==> src/rtl/brres_pkg.sv <==
package brres_pkg;
  localparam int OP_W = 6;
  localparam logic [OP_W-1:0] OP_BR_EQ = 6'h14;
  localparam logic [OP_W-1:0] OP_BR_NE = 6'h15;

  typedef enum logic {
    SEL_SEQ = 1'b0,
    SEL_TGT = 1'b1
  } npc_sel_e;

  typedef struct packed {
    logic is_br;
    logic want_eq;
  } br_kind_t;
endpackage

==> src/rtl/brres_decode.sv <==
module brres_decode
  import brres_pkg::*;
(
  input  logic            inst_valid,
  input  logic [OP_W-1:0] opcode,
  output br_kind_t        kind
);
  always_comb begin
    kind = '0;
    if (inst_valid) begin
      unique case (opcode)
        OP_BR_EQ: begin
          kind.is_br   = 1'b1;
          kind.want_eq = 1'b1;
        end
        OP_BR_NE: begin
          kind.is_br   = 1'b1;
          kind.want_eq = 1'b0;
        end
        default: kind = '0;
      endcase
    end
  end
endmodule

==> src/rtl/brres_cmp.sv <==
module brres_cmp #(
  parameter int DATA_W = 32,
  parameter int LANE_W = 8
) (
  input  logic [DATA_W-1:0] a,
  input  logic [DATA_W-1:0] b,
  output logic              equal
);
  localparam int LANES = DATA_W / LANE_W;
  logic [LANES-1:0] lane_eq;

  for (genvar g = 0; g < LANES; g++) begin : g_lane
    assign lane_eq[g] = (a[g*LANE_W +: LANE_W] == b[g*LANE_W +: LANE_W]);
  end

  assign equal = &lane_eq;
endmodule

==> src/rtl/brres_tgt.sv <==
module brres_tgt #(
  parameter int ADDR_W = 32,
  parameter int IMM_W  = 16
) (
  input  logic [ADDR_W-1:0] base,
  input  logic [IMM_W-1:0]  disp,
  output logic [ADDR_W-1:0] target
);
  localparam int EXT_W = ADDR_W - IMM_W - 2;
  logic [ADDR_W-1:0] byte_off;

  assign byte_off = {{EXT_W{disp[IMM_W-1]}}, disp, 2'b00};
  assign target   = base + byte_off;
endmodule

==> src/rtl/brres_unit.sv <==
module brres_unit
  import brres_pkg::*;
#(
  parameter int ADDR_W = 32,
  parameter int DATA_W = 32,
  parameter int IMM_W  = 16,
  parameter int LANE_W = 8
) (
  input  logic              inst_valid,
  input  logic [OP_W-1:0]   opcode,
  input  logic [IMM_W-1:0]  imm,
  input  logic [DATA_W-1:0] rs_val,
  input  logic [DATA_W-1:0] rt_val,
  input  logic [ADDR_W-1:0] pc_plus4,
  output logic              br_taken,
  output logic [ADDR_W-1:0] br_target,
  output logic              pc_sel,
  output logic [ADDR_W-1:0] next_pc
);
  br_kind_t kind;
  logic     ops_equal;
  npc_sel_e sel;

  brres_decode u_dec (
    .inst_valid (inst_valid),
    .opcode     (opcode),
    .kind       (kind)
  );

  brres_cmp #(.DATA_W(DATA_W), .LANE_W(LANE_W)) u_cmp (
    .a     (rs_val),
    .b     (rt_val),
    .equal (ops_equal)
  );

  brres_tgt #(.ADDR_W(ADDR_W), .IMM_W(IMM_W)) u_tgt (
    .base   (pc_plus4),
    .disp   (imm),
    .target (br_target)
  );

  assign br_taken = kind.is_br & (kind.want_eq ? ops_equal : ~ops_equal);
  assign sel      = br_taken ? SEL_TGT : SEL_SEQ;
  assign pc_sel   = sel;

  always_comb begin
    unique case (sel)
      SEL_TGT: next_pc = br_target;
      default: next_pc = pc_plus4;
    endcase
  end
endmodule

==> config.mk <==
export PLATFORM = sky130hd
export DESIGN_NAME = brres_unit
export DESIGN_NICKNAME = d
export VERILOG_FILES = /design/src/rtl/brres_pkg.sv /design/src/rtl/brres_decode.sv /design/src/rtl/brres_cmp.sv /design/src/rtl/brres_tgt.sv /design/src/rtl/brres_unit.sv
export SDC_FILE = /design/constraint.sdc
export NUM_CORES = 1
export LEC_CHECK = 0
export ABC_AREA = 1
export ABC_CLOCK_PERIOD_IN_PS = 3300
export BUFFER_PORTS_ARGS = -buffer_cell sky130_fd_sc_hd__buf_2
export CORE_UTILIZATION = 27
export DETAILED_ROUTE_END_ITERATION = 12
export PLACE_DENSITY = 0.58
export SLEW_MARGIN = 20
export SYNTH_ARGS = -nofsm -noshare
export SYNTH_HDL_FRONTEND = slang
export SYNTH_HIERARCHICAL = 1
export SYNTH_SLANG_ARGS = --single-unit
==> constraint.sdc <==
create_clock -name vclk -period 3.3
set_clock_uncertainty 0.15 [all_clocks]
set_input_delay 0.66 -clock vclk [all_inputs]
set_output_delay 0.66 -clock vclk [all_outputs]
set_load 0.02 [all_outputs]
-- After elaboration in Yosys (flattened, before gate mapping)
Index checks and enable logic that the tools add are counted.
- equal/unequal tests: 6
- shifts and indexed selects: 0
- div/mod/pow operators: 0
- $lt $le $gt $ge: 0
- multiply operators: 0
- bitwise operators: 2
- $add $sub $neg: 1
- reduce and logical (&&, ||, !) cells: 1
- muxes and demuxes: 5
- operators by type and width (cell ; number):
    adder 32 bit ; 1
    == test 8 bit ; 4
    two-way mux 32 bit ; 1
    == test 6 x 5 -> 1 bit (second input constant) ; 2
    one-hot mux 2 bit (2 select lines) ; 1
    AND reduction 4 bit ; 1
    two-way mux 1 bit ; 2
    two-way mux 2 bit ; 1
    AND 1 bit ; 1
    inverter 1 bit ; 1
- bits in read-only memories: 0
- word-level logic and storage cells: 15
- memories kept: 0
- bits in latches: 0
- output and inout port bits: 66
- bits in writable memories: 0
- bits in registers: 0
- input port bits: 119

-- Logic depth before layout (Yosys ltp)
Gate-level depths: netlist (run 1).
- word-level depth: 7
- mapped depth: 14
- mapped depth without buffers: 14

-- Hierarchy
Netlist (run 1), hierarchy kept.
- by module, submodules not included (module ; seq. area each (µm²) ; area each (µm²) ; cells each ; times used):
    brres_tgt ; 0.0 ; 2262.2 ; 446 ; 1
    brres_cmp ; 0.0 ; 645.6 ; 168 ; 1
    brres_unit ; 0.0 ; 583.1 ; 116 ; 1
    brres_decode ; 0.0 ; 38.8 ; 10 ; 1

-- Least setup slack after synthesis (run 1)
No wires, ideal clock.
- kind: input -> output
- from: input port pc_plus4[2]
- to: output port next_pc[18]
- arrival: 2.568 ns
- stages on the path: 13
- path buffers: 0
- path slack: -0.078 ns
- required time: 2.490 ns
- path through: ha_1 > inv_1 > fa_1 > inv_1 > nand3_1 > nand3_1 > nand2_1 > nand2_2 > nand3_1 > nand2_1 > xor2_1 > nand4_1 > nand2_1
- cells in the longest elaborated chain, start to end: 2
- ends and longest elaborated chain (what ; line ; text):
    start, declared ; brres_unit.sv:14 ; input logic [ADDR_W-1:0] pc_plus4,
    adder 32 bit ; brres_tgt.sv:13 ; assign target = base + byte_off;
    net br_target[18] ; brres_unit.sv:16 ; output logic [ADDR_W-1:0] br_target,
    two-way mux 32 bit ; brres_unit.sv:47 ; unique case (sel)
    end, declared ; brres_unit.sv:18 ; output logic [ADDR_W-1:0] next_pc
The timed path passes the listed nets, and every way through them passes these cells.

-- Worst setup path after layout (run 1)
- from: input port imm[3]
- to: output port next_pc[28]
- cells in the longest elaborated chain, start to end: 2
- ends and longest elaborated chain (what ; line ; text):
    start, declared ; brres_unit.sv:11 ; input logic [IMM_W-1:0] imm,
    adder 32 bit ; brres_tgt.sv:13 ;
    two-way mux 32 bit ; brres_unit.sv:47 ;
Every way passes these cells.

==> metrics.csv, run 1 <==
metric;value;unit
status;finished, final reports clean;
Core Rows;41;
DIE AREA;13530;um2
slew margin rel.;68.10;%
Fmax achieved;312.0;MHz
Inst Count DP;1130;
Hold WS;1423;ps
Slew Limit Fails;0;
first drt pass iteration count;4;
max cap viols;0;
M1 GR Usage;24.48;%
critical path peak fanout;5;
Setup crit end kind;primary output;
vias in the first global route;4390;
VDD IR-drop max;0.1434;mV
clkbuf count;0;
CP startpoint kind;input port;
initial antenna violation count;0;
Syn-to-layout area delta;51.97;%
Global Route Usage Sum;17.80;%
endpoints failing setup;0;
switching pwr;0.5802;mW
Slew @ Worst Pin;478.0;ps
register area;0;um2
via count;4910;
Port-buffer cells;185;
initial DRC count;225;
post-route insts no fill;1134;
routability congestion estimate;0.8727;
final setup margin;95.16;ps
DIE WIDTH;116.3;um
Critical Path AT;2390;ps
DR WL/cell;11.13;um
first-pass GRT wire length;19640;um
Antenna Nets Post-Route;0;
die height;116.3;um
Mapped Avg Cell Area;4.770;um2
DPL Wire Length;10690;um
Distinct cells, synth;27;
met3 Usage GRT;0.8822;%
switching share of power;58.62;%
kind of critical path;in2out;
commonest non-fill, non-tap cell in the layout;nand2_1;
post-route DRC violation count;0;
Clock power frac;0;%
GRT busiest layer;met2;
Setup TNS;0;ps
Mapped Cells;740;
Mapped Area;3530;um2
nets;1113;
RSZ-0062 raised after global routing;yes;
Hold/Removal Path Class;in2out;
synth warn;6;
logic gate share of total power;100.0;%
worst path required time;2490;ps
post-synthesis sequential area ratio;0;%
PwrDens;184.5;nW/um2
Syn Nets;889;
period utilization;97.12;%
drt via density;4.330;
layout cells sized above 1;35.03;%
Final min period;3205;ps
antenna cells;0;
final wirelength;12630;um
Initial Utilization;27.86;%
Congestion Overflow GR;0;
FF+latch count;0;
dpl ws;-111.0;ps
final total power;0.9898;mW
core box area;12670;um2
Int Pwr;0.4096;mW
Leakage;3.418;nW
Final Hold Fails;0;
share of power burned in registers;0;%
IO Pins;185;
largest net degree at the start of global routing;21;
most frequent cells in the layout;nand2_1 (311), buf_2 (178), inv_1 (142);
met2 Track Usage GR;31.24;%
[cell usage after synthesis]
master,n,area [um2]
nand2_1,317,1190
inv_1,144,540.5
nor2_1,81,304.0
nand4_1,37,231.5
ha_1,29,362.9
nand3_1,26,130.1
nand2_2,20,125.1
a21oi_1,17,85.08
xor2_1,15,131.4
buf_2,10,50.05
nor2_2,6,37.54
inv_2,5,18.77
nand3_2,4,40.04
nor3_2,4,40.04
xnor2_1,4,35.03
buf_4,3,22.52
buf_6,3,33.78
o21bai_1,3,22.52
a21oi_2,2,17.52
nand2_4,2,22.52
nor2_4,2,22.52
a21o_1,1,7.510
fa_1,1,20.02
nand3_4,1,17.52
o21ai_0,1,5.000
o21ai_1,1,5.000
o21bai_2,1,11.26
[power by group through the flow]
stage | registers [mW] | logic [mW] | clock network (mW)
after CTS | 0 | 0.920 | 0
after detailed placement | 0 | 0.906 | 0
after global routing | 0 | 1.10 | 0
after floorplan | 0 | 0.544 | 0
after global placement | 0 | 0.904 | 0
final | 0 | 0.990 | 0
[logic make-up (layout without fill, tap and decap cells)]
logic type               Yosys count  in the layout  synth area share (%)
XOR/XNOR                          19             19                 4.715
AO/OA/AOI/OAI                     26             26                 4.360
buffers and inverters            165            387                 18.86
AND/OR/NAND/NOR                  500            500                 61.22
adder cells (fa/ha/maj)           30             30                 10.85
[per-layer routing]
metal | vias to the layer above | routed length (um)
li1 | 2681 | -
met5 | - | 0
met4 | 0 | 164
met1 | 2092 | 6032
met3 | 12 | 605
met2 | 125 | 5825
[final timing paths]
check                   start      endpoint  slack [ps]  cells after the start
setup / recovery       imm[3]   next_pc[28]         100                     15
hold / removal    pc_plus4[0]  br_target[0]        1420                      2
[worst max-delay path, cell delays in order]
cell	delay, ps
buf_2	100
ha_2	380
nand2_1	110
nand2_1	80
nand2_1	70
nand2_2	110
nand2_1	70
nand3_2	110
nand2_1	130
nand3_1	90
nand2_1	50
nand2_1	80
nand4_1	100
nand2_1	80
buf_2	150
[area by class of cell]
cell class / count / area [um2]
fill: 1453 / 7307
multi-input combinational: 575 / 3193
inverter: 149 / 559.3
timing repair buffer: 238 / 1396
tap: 172 / 215.2
[per-stage QoR]
| step | util (%) | area [um2] |
|---|---|---|
| 2_1_floorplan | - | 3537 |
| 3_3_place_gp | 39.20 | 4967 |
| 3_5_place_dp | 39.20 | 4967 |
| 4_1_cts | 39.53 | 5009 |
| 5_1_grt | 42.33 | 5364 |
| 6_report | 42.33 | 5364 |
[what timing repair did]
| item | CTS | global route |
|---|---|---|
| hold buffers | 0 | 0 |
| pin swaps | 1 | 18 |
| buffers inserted | 0 | 4 |
| gates resized for setup | 10 | 63 |
| cloned | 0 | 0 |
| endpoints found under the setup margin | 17 | 32 |
Power figures use the tool's default switching activity.
==> run 2, diff against run 1 <==
--- a/config.mk
+++ b/config.mk
@@ -10,7 +10,7 @@
 export BUFFER_PORTS_ARGS = -buffer_cell sky130_fd_sc_hd__buf_2
 export CORE_UTILIZATION = 27
 export DETAILED_ROUTE_END_ITERATION = 12
-export PLACE_DENSITY = 0.58
+export PLACE_DENSITY = 0.52
 export SLEW_MARGIN = 20
 export SYNTH_ARGS = -nofsm -noshare
 export SYNTH_HDL_FRONTEND = slang
==> run 2 against run 1 <==
Global-route usage rose by 0.31 points. Largest power group unchanged. Highest routed layer unchanged. Routed wire length rose by 1.2%. Core utilization rose by 0.46 points.
==> metrics.csv, run 2 (synthesis results as in run 1) <==
metric;value;unit;change
Slew @ Worst Pin;420.0;ps;-58.06 ps
initial antenna violation count;0;;unchanged
Cell Area, Placed;4932;um2;-0.71%
Setup crit end kind;primary output;;
first drt pass iteration count;4;;unchanged
DR WL/cell;11.31;um;+1.6%
kind of critical path;in2out;;
Design Area, Final;5423;um2;+1.1%
Inst Count DP;1127;;-0.27%
first-pass GRT wire length;19710;um;+0.32%
nets;1109;;-0.36%
status;finished, final reports clean;;
dpl ws;-106.1;ps;+4.908 ps
slew margin rel.;72.00;%;+3.9 points
Hold WS;1427;ps;+3.570 ps
Antenna Nets Post-Route;0;;unchanged
Finished Core Util;42.80;%;+0.46 points
Leakage;3.418;nW;about the same
register area;0;um2;unchanged
Fmax achieved;311.0;MHz;-0.32%
final wirelength;12780;um;+1.2%
DIE WIDTH;116.3;um;unchanged
VDD IR-drop max;0.1104;mV;-23%
Slew Limit Fails;0;;unchanged
clkbuf count;0;;unchanged
die height;116.3;um;unchanged
DPL Wire Length;10750;um;+0.64%
vias in the first global route;4326;;-1.5%
post-route insts no fill;1130;;-0.35%
most frequent cells in the layout;nand2_1 (306), buf_2 (175), inv_1 (143);;
antenna cells;0;;unchanged
via count;4831;;-1.6%
FF+latch count;0;;unchanged
endpoints failing setup;0;;unchanged
Critical Path AT;2410;ps;+20 ps
Final Hold Fails;0;;unchanged
Hold Path End;br_target[1];;
max cap viols;0;;unchanged
period utilization;97.43;%;+0.31 points
final setup margin;84.90;ps;-10.25 ps
core box area;12670;um2;unchanged
Initial Utilization;27.86;%;unchanged
post-route DRC violation count;0;;unchanged
worst path required time;2490;ps;about the same
PwrDens;184.7;nW/um2;+0.10%
Final min period;3215;ps;+10.25 ps
DIE AREA;13530;um2;unchanged
Syn-to-layout area delta;53.63;%;
IO Pins;185;;unchanged
initial DRC count;184;;-18%
routability congestion estimate;0.9025;;+3.4%
CP startpoint kind;input port;;
Setup TNS;0;ps;unchanged
layout cells sized above 1;35.28;%;+0.25 points
Global Route Usage Sum;18.10;%;+0.31 points
drt via density;4.275;;-1.3%
Worst Hold Depth;2;;unchanged
commonest non-fill, non-tap cell in the layout;nand2_1;;
critical path peak fanout;3;;-2
RSZ-0062 raised after global routing;yes;;
Port-buffer cells;185;;unchanged
largest net degree at the start of global routing;33;;+57%
Congestion Overflow GR;0;;unchanged
Hold/Removal Path Class;in2out;;
Hold Path Origin;pc_plus4[1];;
final total power;1.002;mW;+1.2%
Core Rows;41;;unchanged
-- run 2: changes by cell type in the layout (fill, tap and decap cells not counted), sizes merged --
cell  change
buf       -4
-- run 2: routing by layer --
| layer | track usage (%) | vias up | wire length [um] |
|---|---|---|---|
| li1 | - | 2663 | - |
| met1 | 24.58 | 2045 | 6247 |
| met2 | 32.35 | 115 | 5954 |
| met3 | 0.6746 | 8 | 433 |
| met4 | 2.393 | 0 | 142 |
| met5 | 0 | - | 0 |
-- run 2: what timing repair did --
action                     4_1_cts  5_1_grt
pin swaps                        2       21
hold buffers                     0        0
buffers inserted                 0        3
resized for setup                8       80
setup endpoints to repair       16       33
-- run 2: worst max path at each step --
stage | end | slack, ps | cells after the start | start
2_1_floorplan | next_pc[16] | 5 | 10 | pc_plus4[2]
3_3_place_gp | next_pc[10] | -110 | 13 | pc_plus4[2]
3_5_place_dp | next_pc[30] | -110 | 16 | pc_plus4[2]
4_1_cts | next_pc[25] | 20 | 12 | imm[15]
5_1_grt | next_pc[16] | -80 | 13 | imm[0]
6_report | next_pc[26] | 80 | 16 | imm[0]
-- run 2: area by class of cell --
type	count	area, um2
Tap cell	172	215.2
Multi-Input combinational cell	575	3291
Inverter	149	559.3
Timing Repair Buffer	234	1358
Fill cell	1444	7248
-- run 2: critical path: stages --
cell	delay, ps
buf_6	80
ha_4	130
inv_2	40
fa_2	370
inv_1	80
nand3_1	80
nand3_2	100
nand2_1	70
nand2_2	130
nand2_1	100
nand3_1	90
nand2_1	50
nand2_1	90
nand4_1	110
nand2_1	100
buf_4	130
-- run 2: report_power, final --
group | internal, mW | switching, mW
logic | 0.416 | 0.586
registers | 0 | 0
clock network | 0 | 0
